[src/rtl/dmx_pkg.sv]
package dmx_pkg;
    localparam int MTX_ROWS   = 7;
    localparam int MTX_COLS   = 5;
    localparam int GLYPH_NUM  = 4;
    localparam int GLYPH_W    = $clog2(GLYPH_NUM);
    localparam int COL_IDX_W  = $clog2(MTX_COLS);

    typedef enum logic [1:0] {
        ST_IDLE  = 2'd0,
        ST_BLANK = 2'd1,
        ST_SHOW  = 2'd2
    } scan_state_e;
endpackage

[src/rtl/dmx_glyph_rom.sv]
module dmx_glyph_rom
    import dmx_pkg::*;
(
    input  logic [GLYPH_W-1:0]   glyph_i,
    input  logic [COL_IDX_W-1:0] col_idx_i,
    output logic [MTX_ROWS-1:0]  bits_o
);
    // Left-to-right column bitmaps, row 0 in bit 0.
    always_comb begin
        bits_o = '0;
        unique case (glyph_i)
            2'd0: case (col_idx_i)
                3'd0, 3'd4: bits_o = 7'h7E;
                3'd1, 3'd2, 3'd3: bits_o = 7'h11;
                default: bits_o = '0;
            endcase
            2'd1: case (col_idx_i)
                3'd0, 3'd4: bits_o = 7'h7F;
                3'd1, 3'd2, 3'd3: bits_o = 7'h08;
                default: bits_o = '0;
            endcase
            2'd2: case (col_idx_i)
                3'd0: bits_o = 7'h7F;
                3'd1, 3'd2, 3'd3: bits_o = 7'h49;
                3'd4: bits_o = 7'h41;
                default: bits_o = '0;
            endcase
            2'd3: case (col_idx_i)
                3'd0: bits_o = 7'h7F;
                3'd1, 3'd2, 3'd3, 3'd4: bits_o = 7'h40;
                default: bits_o = '0;
            endcase
            default: bits_o = '0;
        endcase
    end
endmodule

[src/rtl/dmx_col_decode.sv]
module dmx_col_decode
    import dmx_pkg::*;
(
    input  logic                 active_i,
    input  logic [COL_IDX_W-1:0] col_idx_i,
    output logic [MTX_COLS-1:0]  col_n_o
);
    for (genvar g = 0; g < MTX_COLS; g++) begin : g_col
        assign col_n_o[g] = !(active_i && (col_idx_i == COL_IDX_W'(g)));
    end
endmodule

[src/rtl/dmx_scan_fsm.sv]
module dmx_scan_fsm
    import dmx_pkg::*;
#(
    parameter int DWELL_CYCLES = 50_000
) (
    input  logic                 clk_i,
    input  logic                 rst_i,
    input  logic                 en_i,
    input  logic [GLYPH_W-1:0]   glyph_sel_i,
    output logic                 active_o,
    output logic [COL_IDX_W-1:0] col_idx_o,
    output logic [GLYPH_W-1:0]   glyph_o
);
    localparam int CNT_W = $clog2(DWELL_CYCLES + 1);
    localparam logic [CNT_W-1:0]     CNT_LAST = CNT_W'(DWELL_CYCLES - 1);
    localparam logic [COL_IDX_W-1:0] IDX_LAST = COL_IDX_W'(MTX_COLS - 1);

    scan_state_e          state_q, state_d;
    logic [CNT_W-1:0]     cnt_q;
    logic [COL_IDX_W-1:0] idx_q;
    logic [GLYPH_W-1:0]   glyph_q;
    logic                 dwell_done;

    assign dwell_done = (cnt_q == CNT_LAST);

    // State register
    always_ff @(posedge clk_i) begin
        if (rst_i || !en_i) state_q <= ST_IDLE;
        else                state_q <= state_d;
    end

    // Next state
    always_comb begin
        state_d = state_q;
        unique case (state_q)
            ST_IDLE:  state_d = ST_BLANK;
            ST_BLANK: state_d = ST_SHOW;
            ST_SHOW:  state_d = dwell_done ? ST_BLANK : ST_SHOW;
            default:  state_d = ST_IDLE;
        endcase
    end

    // Counter, column index, latched glyph
    always_ff @(posedge clk_i) begin
        if (rst_i) begin
            cnt_q   <= '0;
            idx_q   <= '0;
            glyph_q <= '0;
        end else if (!en_i) begin
            cnt_q <= '0;
            idx_q <= '0;
        end else begin
            unique case (state_q)
                ST_IDLE: begin
                    cnt_q <= '0;
                    idx_q <= '0;
                end
                ST_BLANK: begin
                    cnt_q <= '0;
                    if (idx_q == '0) glyph_q <= glyph_sel_i;
                end
                ST_SHOW: begin
                    if (dwell_done) begin
                        cnt_q <= '0;
                        idx_q <= (idx_q == IDX_LAST) ? '0 : idx_q + 1'b1;
                    end else begin
                        cnt_q <= cnt_q + 1'b1;
                    end
                end
                default: cnt_q <= '0;
            endcase
        end
    end

    // Outputs
    always_comb begin
        active_o  = (state_q == ST_SHOW) && en_i && !rst_i;
        col_idx_o = idx_q;
        glyph_o   = glyph_q;
    end

    AST_DWELL_BOUND: assert property (@(posedge clk_i) disable iff (rst_i)
        (state_q == ST_SHOW) |-> (cnt_q < CNT_W'(DWELL_CYCLES)));
    AST_BLANK_AFTER_DWELL: assert property (@(posedge clk_i) disable iff (rst_i)
        (state_q == ST_SHOW && dwell_done && en_i) |=> !active_o);
    AST_COL_WRAP: assert property (@(posedge clk_i) disable iff (rst_i)
        (state_q == ST_SHOW && dwell_done && en_i && idx_q == IDX_LAST) |=> (idx_q == '0));
    AST_IDX_RANGE: assert property (@(posedge clk_i) disable iff (rst_i)
        idx_q <= IDX_LAST);
    AST_GLYPH_HOLD: assert property (@(posedge clk_i) disable iff (rst_i)
        !(state_q == ST_BLANK && idx_q == '0) |=> $stable(glyph_q));
endmodule

[src/rtl/dmx_column_scanner.sv]
module dmx_column_scanner
    import dmx_pkg::*;
#(
    parameter int CLK_HZ       = 50_000_000,
    parameter int DWELL_CYCLES = CLK_HZ / 1000
) (
    input  logic                clk_i,
    input  logic                rst_i,
    input  logic                en_i,
    input  logic [GLYPH_W-1:0]  glyph_sel_i,
    output logic [MTX_ROWS-1:0] row_o,
    output logic [MTX_COLS-1:0] col_n_o
);
    logic                 active;
    logic [COL_IDX_W-1:0] col_idx;
    logic [GLYPH_W-1:0]   glyph;
    logic [MTX_ROWS-1:0]  rom_bits;

    dmx_scan_fsm #(.DWELL_CYCLES(DWELL_CYCLES)) u_fsm (
        .clk_i       (clk_i),
        .rst_i       (rst_i),
        .en_i        (en_i),
        .glyph_sel_i (glyph_sel_i),
        .active_o    (active),
        .col_idx_o   (col_idx),
        .glyph_o     (glyph)
    );

    dmx_glyph_rom u_rom (
        .glyph_i   (glyph),
        .col_idx_i (col_idx),
        .bits_o    (rom_bits)
    );

    dmx_col_decode u_dec (
        .active_i  (active),
        .col_idx_i (col_idx),
        .col_n_o   (col_n_o)
    );

    assign row_o = active ? rom_bits : '0;

    AST_ONE_COLUMN: assert property (@(posedge clk_i) disable iff (rst_i)
        (row_o != '0) |-> ($countones(~col_n_o) == 1));
    AST_SELECT_ONEHOT: assert property (@(posedge clk_i) disable iff (rst_i)
        $onehot0(~col_n_o));
    AST_DARK_WHEN_OFF: assert property (@(posedge clk_i) disable iff (rst_i)
        !en_i |-> (col_n_o == '1 && row_o == '0));
endmodule

[config.mk]
export PLATFORM = sky130hd
export DESIGN_NAME = dmx_column_scanner
export DESIGN_NICKNAME = d
export VERILOG_FILES = /design/src/rtl/dmx_pkg.sv /design/src/rtl/dmx_glyph_rom.sv /design/src/rtl/dmx_col_decode.sv /design/src/rtl/dmx_scan_fsm.sv /design/src/rtl/dmx_column_scanner.sv
export SDC_FILE = /design/constraint.sdc
export NUM_CORES = 1
export LEC_CHECK = 0
export CELL_PAD_IN_SITES_DETAIL_PLACEMENT = 0
export CELL_PAD_IN_SITES_GLOBAL_PLACEMENT = 1
export CORE_ASPECT_RATIO = 1.2
export CORE_MARGIN = 8
export CORE_UTILIZATION = 30
export DETAILED_ROUTE_END_ITERATION = 10
export GPL_TIMING_DRIVEN = 0
export PLACE_DENSITY_LB_ADDON = 0.1
export SYNTH_ARGS = -nofsm -noshare
export SYNTH_HDL_FRONTEND = slang
export SYNTH_SLANG_ARGS = --single-unit
[constraint.sdc]
create_clock -name clk_i -period 2.19 [get_ports clk_i]
set_input_delay 0.657 -clock clk_i [delete_from_list [all_inputs] [get_ports clk_i]]
set_output_delay 0.657 -clock clk_i [all_outputs]
set_load 0.03 [all_outputs]
==> impl_metrics.py, run 1 <==
metrics = {
    "sta": {
        "timing_worst_slew_pin_value_ns": 0.333,
        "grt_setup_unrepaired": "yes",
        "timing.slew.headroom": 0.777,
        "layout_worst_path_cycle_share": 1.05,
        "setup-violations-final": 4,
        "timing.final.hold_violations": 0,
        "layout_min_cycle_time_ns": 2.30,
        "slew_viol_final": 0,
        "max_freq_mhz": 435,
        "timing.final.ws_setup_ns": -0.109,
        "finClkSkew_ns": 0.00300,
    },
    "flow_run": {
        "drv.max_cap_violation_count": 0,
    },
    "clocking": {
        "worst_skew_pair.late_latency_ns": 0.27,
        "max-clock-path-buffers": 2,
        "tritoncts": "yes",
        "cts_sinks": 23,
        "clockRootBuffer": "sky130_fd_sc_hd__clkbuf_8",
        "cts.clk_slew.worst_paths_ns": 0.08,
        "cts_htree_levels": 1,
        "numCtsBuffers": 3,
    },
    "yosys": {
        "synth-compound-area-share": 0.0756,
        "muxShareOfSynthArea": 0.0166,
        "mappedNetlistNets": 161,
        "synth-xor-area-share": 0.101,
        "netlist_instances": 150,
        "synth_top_family_by_area": "simple AND/OR/NAND/NOR gates",
        "yosys.cell_types.count": 32,
        "synth_fa_ha_area_frac": 0.0621,
        "ys.warnings.count": 0,
        "register_bit_count_reported_by_yosys": 23,
        "seq_area_frac_synth": 0.381,
        "synth_area_per_cell_um2": 8.06,
        "synthSimpleGateAreaFrac": 0.312,
        "netlist_area_mm2": 0.00121,
    },
    "global_routing": {
        "overflow": 0,
        "grt_use_total": 0.104,
        "grt_pass1_vias": 1155,
        "grt_pass1_wl_um": 5240,
        "pin_count_of_the_biggest_net_entering_global_routing": 14,
        "grt_antenna_before_repair": 0,
    },
    "routing": {
        "ant_nets": 0,
        "vias": 1097,
        "routed_wire_length_per_instance_um": 12.9,
        "wirelength_um": 3000,
        "route.detailed.drc": 0,
        "first_pass_iters": 4,
        "post_drt_via_cell_ratio": 4.73,
        "initialDrtViolationCount": 26,
    },
    "finish": {
        "layout.cells.most_common": "sky130_fd_sc_hd__nor2_1",
        "drive_gt1_frac": 0.371,
        "antenna_cells_inserted": 0,
        "syn2layout_area_growth_pct": 45.9,
        "stdcell_area_mm2": 0.00176,
        "most-common-layout-cells": "22 x sky130_fd_sc_hd__nor2_1, 17 x sky130_fd_sc_hd__dfxtp_1, 14 x sky130_fd_sc_hd__nand2_1, 14 x sky130_fd_sc_hd__buf_4, 13 x sky130_fd_sc_hd__xnor2_1",
        "design.final.nets": 190,
    },
    "floorplan": {
        "die_height_um": 85.5,
        "core_area_mm2": 0.00391,
        "core.rowCount": 25,
        "top_level_ports": 17,
        "die-area_mm2": 0.00632,
        "starting_utilization_of_the_core_area": 0.309,
        "fp.dieW_um": 73.9,
    },
    "placement": {
        "gpl.final_weighted_congestion": 0.714,
        "dpl.hpwl_um": 2210,
        "place_area_mm2": 0.00146,
        "buffer_ports.inserted": 16,
        "placement.setup.worst_slack_ns": -1.24,
    },
    "critical_path": {
        "worst_setup_path_end_kind": "primary output",
        "start_kind": "flop",
        "worstPathArrival_ns": 1.64,
        "crit_fanout": 5,
        "type_of_the_worst_setup_path": "reg2out",
        "cp.required_ns": 1.53,
    },
    "power": {
        "total_leakage_power_uw": 0.000572,
        "vdd_ir_drop_max_uv": 383,
        "power_density_of_the_placed_cells_mw_per_mm2": 413,
    },
    "outcome": {
        "violations": "negative setup slack",
        "result_of_the_run": "finished, violations left",
    },
    "min_path": {
        "holdCritPathClass": "reg2reg",
    },
}
through the flow:
stage               power (uW)  instances  TNS [ns]  hold WS, ns   util
floorplan                  451        150    -0.145        0.430      -
global placement           466        220    -15.46        0.449  0.374
detailed placement         467        220    -15.77        0.459  0.374
CTS                        738        227    -0.228        0.481  0.411
global route               765        232    -0.663        0.517  0.451
finish                     728        232    -0.269        0.481  0.451
power breakdown:
group	internal, uW	switching (uW)
clock network	127	140
logic	20.3	17.0
registers	416	6.69
registers in the layout, indices dropped and copies added (netlist names):
| name | cells |
|---|---|
| u_fsm.col_idx_o | 3 |
| u_fsm.state_q | 2 |
| u_fsm.cnt_q | 16 |
| u_fsm.glyph_o | 2 |
final cells by class:
| cell class | instances | area, um2 |
|---|---|---|
| Clock buffer | 3 | 41.3 |
| Multi-Input combinational cell | 113 | 875 |
| Timing Repair Buffer | 26 | 220 |
| Sequential cell | 23 | 478 |
| Clock inverter | 1 | 5.00 |
| Tap cell | 54 | 67.6 |
| Buffer | 4 | 41.3 |
| Inverter | 8 | 35.0 |
| Fill cell | 398 | 2150 |
critical path, stage by stage (launching register included):
cell and delay (ns):
sky130_fd_sc_hd__dfxtp_4 0.38, sky130_fd_sc_hd__ha_4 0.17, sky130_fd_sc_hd__ha_4 0.15, sky130_fd_sc_hd__o21bai_4 0.19, sky130_fd_sc_hd__a32oi_2 0.22, sky130_fd_sc_hd__o31ai_2 0.09, sky130_fd_sc_hd__buf_4 0.18
what timing repair did:
item | 4_1_cts | 5_1_grt
setup buffers | 5 | 6
hold buffers | 0 | 0
endpoints found under the setup margin | 24 | 23
hold endpoints to repair | 0 | 0
cloned | 0 | 0
resized for setup | 108 | 35
pin swaps | 7 | 11
cells in the mapped netlist:
| master | number | area [um2] |
|---|---|---|
| sky130_fd_sc_hd__nand4_1 | 3 | 18.8 |
| sky130_fd_sc_hd__xnor2_1 | 13 | 114 |
| sky130_fd_sc_hd__buf_4 | 2 | 15.0 |
| sky130_fd_sc_hd__o31ai_1 | 2 | 15.0 |
| sky130_fd_sc_hd__mux2i_1 | 2 | 20.0 |
| sky130_fd_sc_hd__nand2_1 | 16 | 60.1 |
| sky130_fd_sc_hd__and3_1 | 1 | 6.26 |
| sky130_fd_sc_hd__o21ai_0 | 1 | 5.00 |
| sky130_fd_sc_hd__buf_2 | 2 | 10.0 |
| sky130_fd_sc_hd__a31oi_1 | 3 | 18.8 |
| sky130_fd_sc_hd__nor4_1 | 5 | 31.3 |
| sky130_fd_sc_hd__a211oi_1 | 1 | 7.51 |
| sky130_fd_sc_hd__or3_1 | 2 | 12.5 |
| sky130_fd_sc_hd__or4_1 | 2 | 15.0 |
| sky130_fd_sc_hd__o21bai_1 | 1 | 7.51 |
| sky130_fd_sc_hd__nor3_1 | 4 | 20.0 |
| sky130_fd_sc_hd__nand2b_1 | 1 | 6.26 |
| sky130_fd_sc_hd__nor2b_1 | 4 | 25.0 |
| sky130_fd_sc_hd__a32oi_1 | 1 | 8.76 |
| sky130_fd_sc_hd__or4bb_1 | 1 | 11.3 |
| sky130_fd_sc_hd__or2_2 | 1 | 6.26 |
| sky130_fd_sc_hd__nand4b_1 | 1 | 8.76 |
| sky130_fd_sc_hd__dfxtp_1 | 23 | 460 |
| sky130_fd_sc_hd__ha_1 | 6 | 75.1 |
| sky130_fd_sc_hd__nor2_1 | 25 | 93.8 |
| sky130_fd_sc_hd__a221oi_1 | 1 | 8.76 |
| sky130_fd_sc_hd__nand3_1 | 10 | 50.1 |
| sky130_fd_sc_hd__xor2_1 | 1 | 8.76 |
| sky130_fd_sc_hd__clkbuf_1 | 2 | 7.51 |
| sky130_fd_sc_hd__a21oi_1 | 4 | 20.0 |
| sky130_fd_sc_hd__nand4bb_1 | 1 | 11.3 |
| sky130_fd_sc_hd__inv_1 | 8 | 30.0 |
worst paths after layout:
check | startpoint | end | slack, ns | cells past startpoint
max reg2reg | u_fsm.cnt_q[7]$_SDFF_PP0_ | u_fsm.col_idx_o[2]$_SDFFE_PP0P_ | 0.09 | 5
max | u_fsm.col_idx_o[1]$_SDFFE_PP0P_ | row_o[3] | -0.11 | 6
min | u_fsm.cnt_q[0]$_SDFF_PP0_ | u_fsm.cnt_q[0]$_SDFF_PP0_ | 0.48 | 1
min reg2reg | u_fsm.cnt_q[0]$_SDFF_PP0_ | u_fsm.cnt_q[0]$_SDFF_PP0_ | 0.48 | 1
layer usage:
layer | vias to the layer above | routed length (um) | part of all wire | global-route usage
met1 | 510 | 1110 | 0.37 | 0.0987
li1 | 569 | - | - | -
met2 | 14 | 1720 | 0.57 | 0.198
met3 | 4 | 100 | 0.033 | 0.0187
met5 | - | 0 | 0 | 0
met4 | 0 | 70 | 0.023 | 0.0601
cell families after synthesis:
| family | after synthesis |
|---|---|
| AO/OA/AOI/OAI | 14 |
| adder cells (fa/ha/maj) | 6 |
| AND/OR/NAND/NOR | 77 |
| flip-flops | 23 |
| buffers and inverters | 14 |
| XOR/XNOR | 14 |
| multiplexers | 2 |
(Power assumes the default switching activity.)
==> inputs of run 2 (changes only) <==
- PLACE_DENSITY: not set -> 0.67
- PLACE_DENSITY_LB_ADDON: 0.1 -> not set
==> impl_metrics.py, run 2 (synthesized netlist as in run 1, its figures left out) <==
metrics = {
    "outcome": {
        "result_of_the_run": "finished, violations left",
        "violations": "negative setup slack",
    },
    "routing": {
        "ant_nets": 0,
        "route.detailed.drc": 0,
        "post_drt_via_cell_ratio": 4.80,
        "vias": 1127,
        "initialDrtViolationCount": 18,
        "routed_wire_length_per_instance_um": 12.3,
        "wirelength_um": 2900,
        "first_pass_iters": 3,
    },
    "clocking": {
        "clockRootBuffer": "sky130_fd_sc_hd__clkbuf_8",
        "max-clock-path-buffers": 2,
        "numCtsBuffers": 3,
        "cts.clk_slew.worst_paths_ns": 0.08,
        "tritoncts": "yes",
        "cts_htree_levels": 1,
        "cts_sinks": 23,
        "worst_skew_pair.late_latency_ns": 0.26,
        "postCtsHoldBufs": 0,
    },
    "floorplan": {
        "core_area_mm2": 0.00391,
        "starting_utilization_of_the_core_area": 0.309,
        "fp.dieW_um": 73.9,
        "die-area_mm2": 0.00632,
        "core.rowCount": 25,
        "die_height_um": 85.5,
        "top_level_ports": 17,
    },
    "critical_path": {
        "cp.required_ns": 1.53,
        "start_kind": "input pin",
        "crit_fanout": 6,
        "worst_setup_path_end_kind": "primary output",
        "worstPathArrival_ns": 1.62,
        "type_of_the_worst_setup_path": "in2out",
    },
    "finish": {
        "register_with_the_highest_flop_count": "u_fsm.cnt_q",
        "largest_reg_flops": 16,
        "stdcell_area_mm2": 0.00176,
        "layout.cells.most_common": "sky130_fd_sc_hd__nor2_1",
        "design.final.nets": 193,
        "drive_gt1_frac": 0.365,
        "antenna_cells_inserted": 0,
        "syn2layout_area_growth_pct": 45.8,
        "most-common-layout-cells": "22 x sky130_fd_sc_hd__nor2_1, 17 x sky130_fd_sc_hd__buf_4, 17 x sky130_fd_sc_hd__dfxtp_1",
        "final_util": 0.451,
    },
    "sta": {
        "slew_viol_final": 0,
        "post_route_setup_tns_ns": -0.383,
        "setup-violations-final": 7,
        "timing.final.hold_violations": 0,
        "layout_worst_path_cycle_share": 1.04,
        "finClkSkew_ns": 0.00242,
        "timing.slew.headroom": 0.773,
        "layout_min_cycle_time_ns": 2.28,
        "grt_setup_unrepaired": "yes",
        "timing.final.ws_setup_ns": -0.0912,
        "timing_worst_slew_pin_value_ns": 0.337,
        "final.hold.worst_slack_ns": 0.474,
        "max_freq_mhz": 438,
    },
    "flow_run": {
        "drv.max_cap_violation_count": 0,
    },
    "global_routing": {
        "pin_count_of_the_biggest_net_entering_global_routing": 13,
        "overflow": 0,
        "grt_pass1_vias": 1119,
        "grt_antenna_before_repair": 0,
        "grt_pass1_wl_um": 4850,
        "grt_use_total": 0.0946,
    },
    "placement": {
        "place_area_mm2": 0.00146,
        "dpl.hpwl_um": 2040,
        "gpl.final_weighted_congestion": 0.802,
        "buffer_ports.inserted": 16,
    },
    "power": {
        "power_density_of_the_placed_cells_mw_per_mm2": 408,
        "total_leakage_power_uw": 0.000582,
        "vdd_ir_drop_max_uv": 267,
    },
    "min_path": {
        "holdCritPathClass": "reg2reg",
    },
}
[run 2: changes by cell type in the layout (fill, tap and decap cells not counted), moves of 2 or more]
cell,change
sky130_fd_sc_hd__inv_4,-2
sky130_fd_sc_hd__a21oi_2,-2
sky130_fd_sc_hd__nand2_2,+2
sky130_fd_sc_hd__buf_4,+3
sky130_fd_sc_hd__a21oi_1,+2
sky130_fd_sc_hd__nand2_1,-2
[run 2: through the flow]
stage	power [uW]	setup WS, ns	std cells
after floorplan	451	-0.0708	150
after global placement	466	-1.22	220
after detailed placement	466	-1.19	220
after global routing	754	-0.171	235
final	719	-0.0912	235
after CTS	726	-0.0987	228
[run 2: worst paths after layout]
kind                             startpoint                               to  slack (ns)  cells after the start
hold reg to reg   u_fsm.cnt_q[0]$_SDFF_PP0_        u_fsm.cnt_q[0]$_SDFF_PP0_        0.47                      1
setup reg to reg  u_fsm.cnt_q[7]$_SDFF_PP0_  u_fsm.col_idx_o[2]$_SDFFE_PP0P_        0.09                      5
setup / recovery                      rst_i                         row_o[4]       -0.09                      5
hold / removal    u_fsm.cnt_q[0]$_SDFF_PP0_        u_fsm.cnt_q[0]$_SDFF_PP0_        0.47                      1
[run 2: per-layer routing]
metal | track usage | up-vias | share of wire
li1 | - | 576 | -
met1 | 0.0970 | 528 | 0.42
met2 | 0.171 | 19 | 0.52
met3 | 0.0280 | 4 | 0.050
met4 | 0.0383 | 0 | 0.010
met5 | 0 | - | 0
[run 2: cell type report]
| type | instances | area [um2] |
|---|---|---|
| plain buffers | 4 | 37.5 |
| clock buffers | 4 | 45.0 |
| fillers | 402 | 2150 |
| inverters | 8 | 30.0 |
| multi-input cells | 113 | 860 |
| flip-flops and latches | 23 | 475 |
| well taps | 54 | 67.6 |
| repair buffers | 29 | 246 |
[run 2: power by group]
group	leakage, uW	internal [uW]	switching (uW)	total (uW)
Sequential	0.000190	417	5.93	423
Combinational	0.000370	20.6	16.8	37.5
Clock	0.0000228	130	129	258
Total	0.000582	567	152	719
[run 2: worst max-delay path, stage by stage]
cell and delay (ns):
sky130_fd_sc_hd__buf_8 0.10, sky130_fd_sc_hd__nand4bb_4 0.28, sky130_fd_sc_hd__buf_4 0.18, sky130_fd_sc_hd__o31ai_2 0.20, sky130_fd_sc_hd__buf_4 0.20
[run 2: timing repair]
action / CTS / global route
setup buffers: 6 / 7
gates resized for setup: 101 / 36
setup endpoints to repair: 23 / 20
pin swaps: 8 / 9
gates cloned: 0 / 0
==> inputs of run 3 (changes only) <==
- SLEW_MARGIN: not set -> 30
==> results of run 3 <==
Final layout, timing and power as in run 2 (identical DEF).
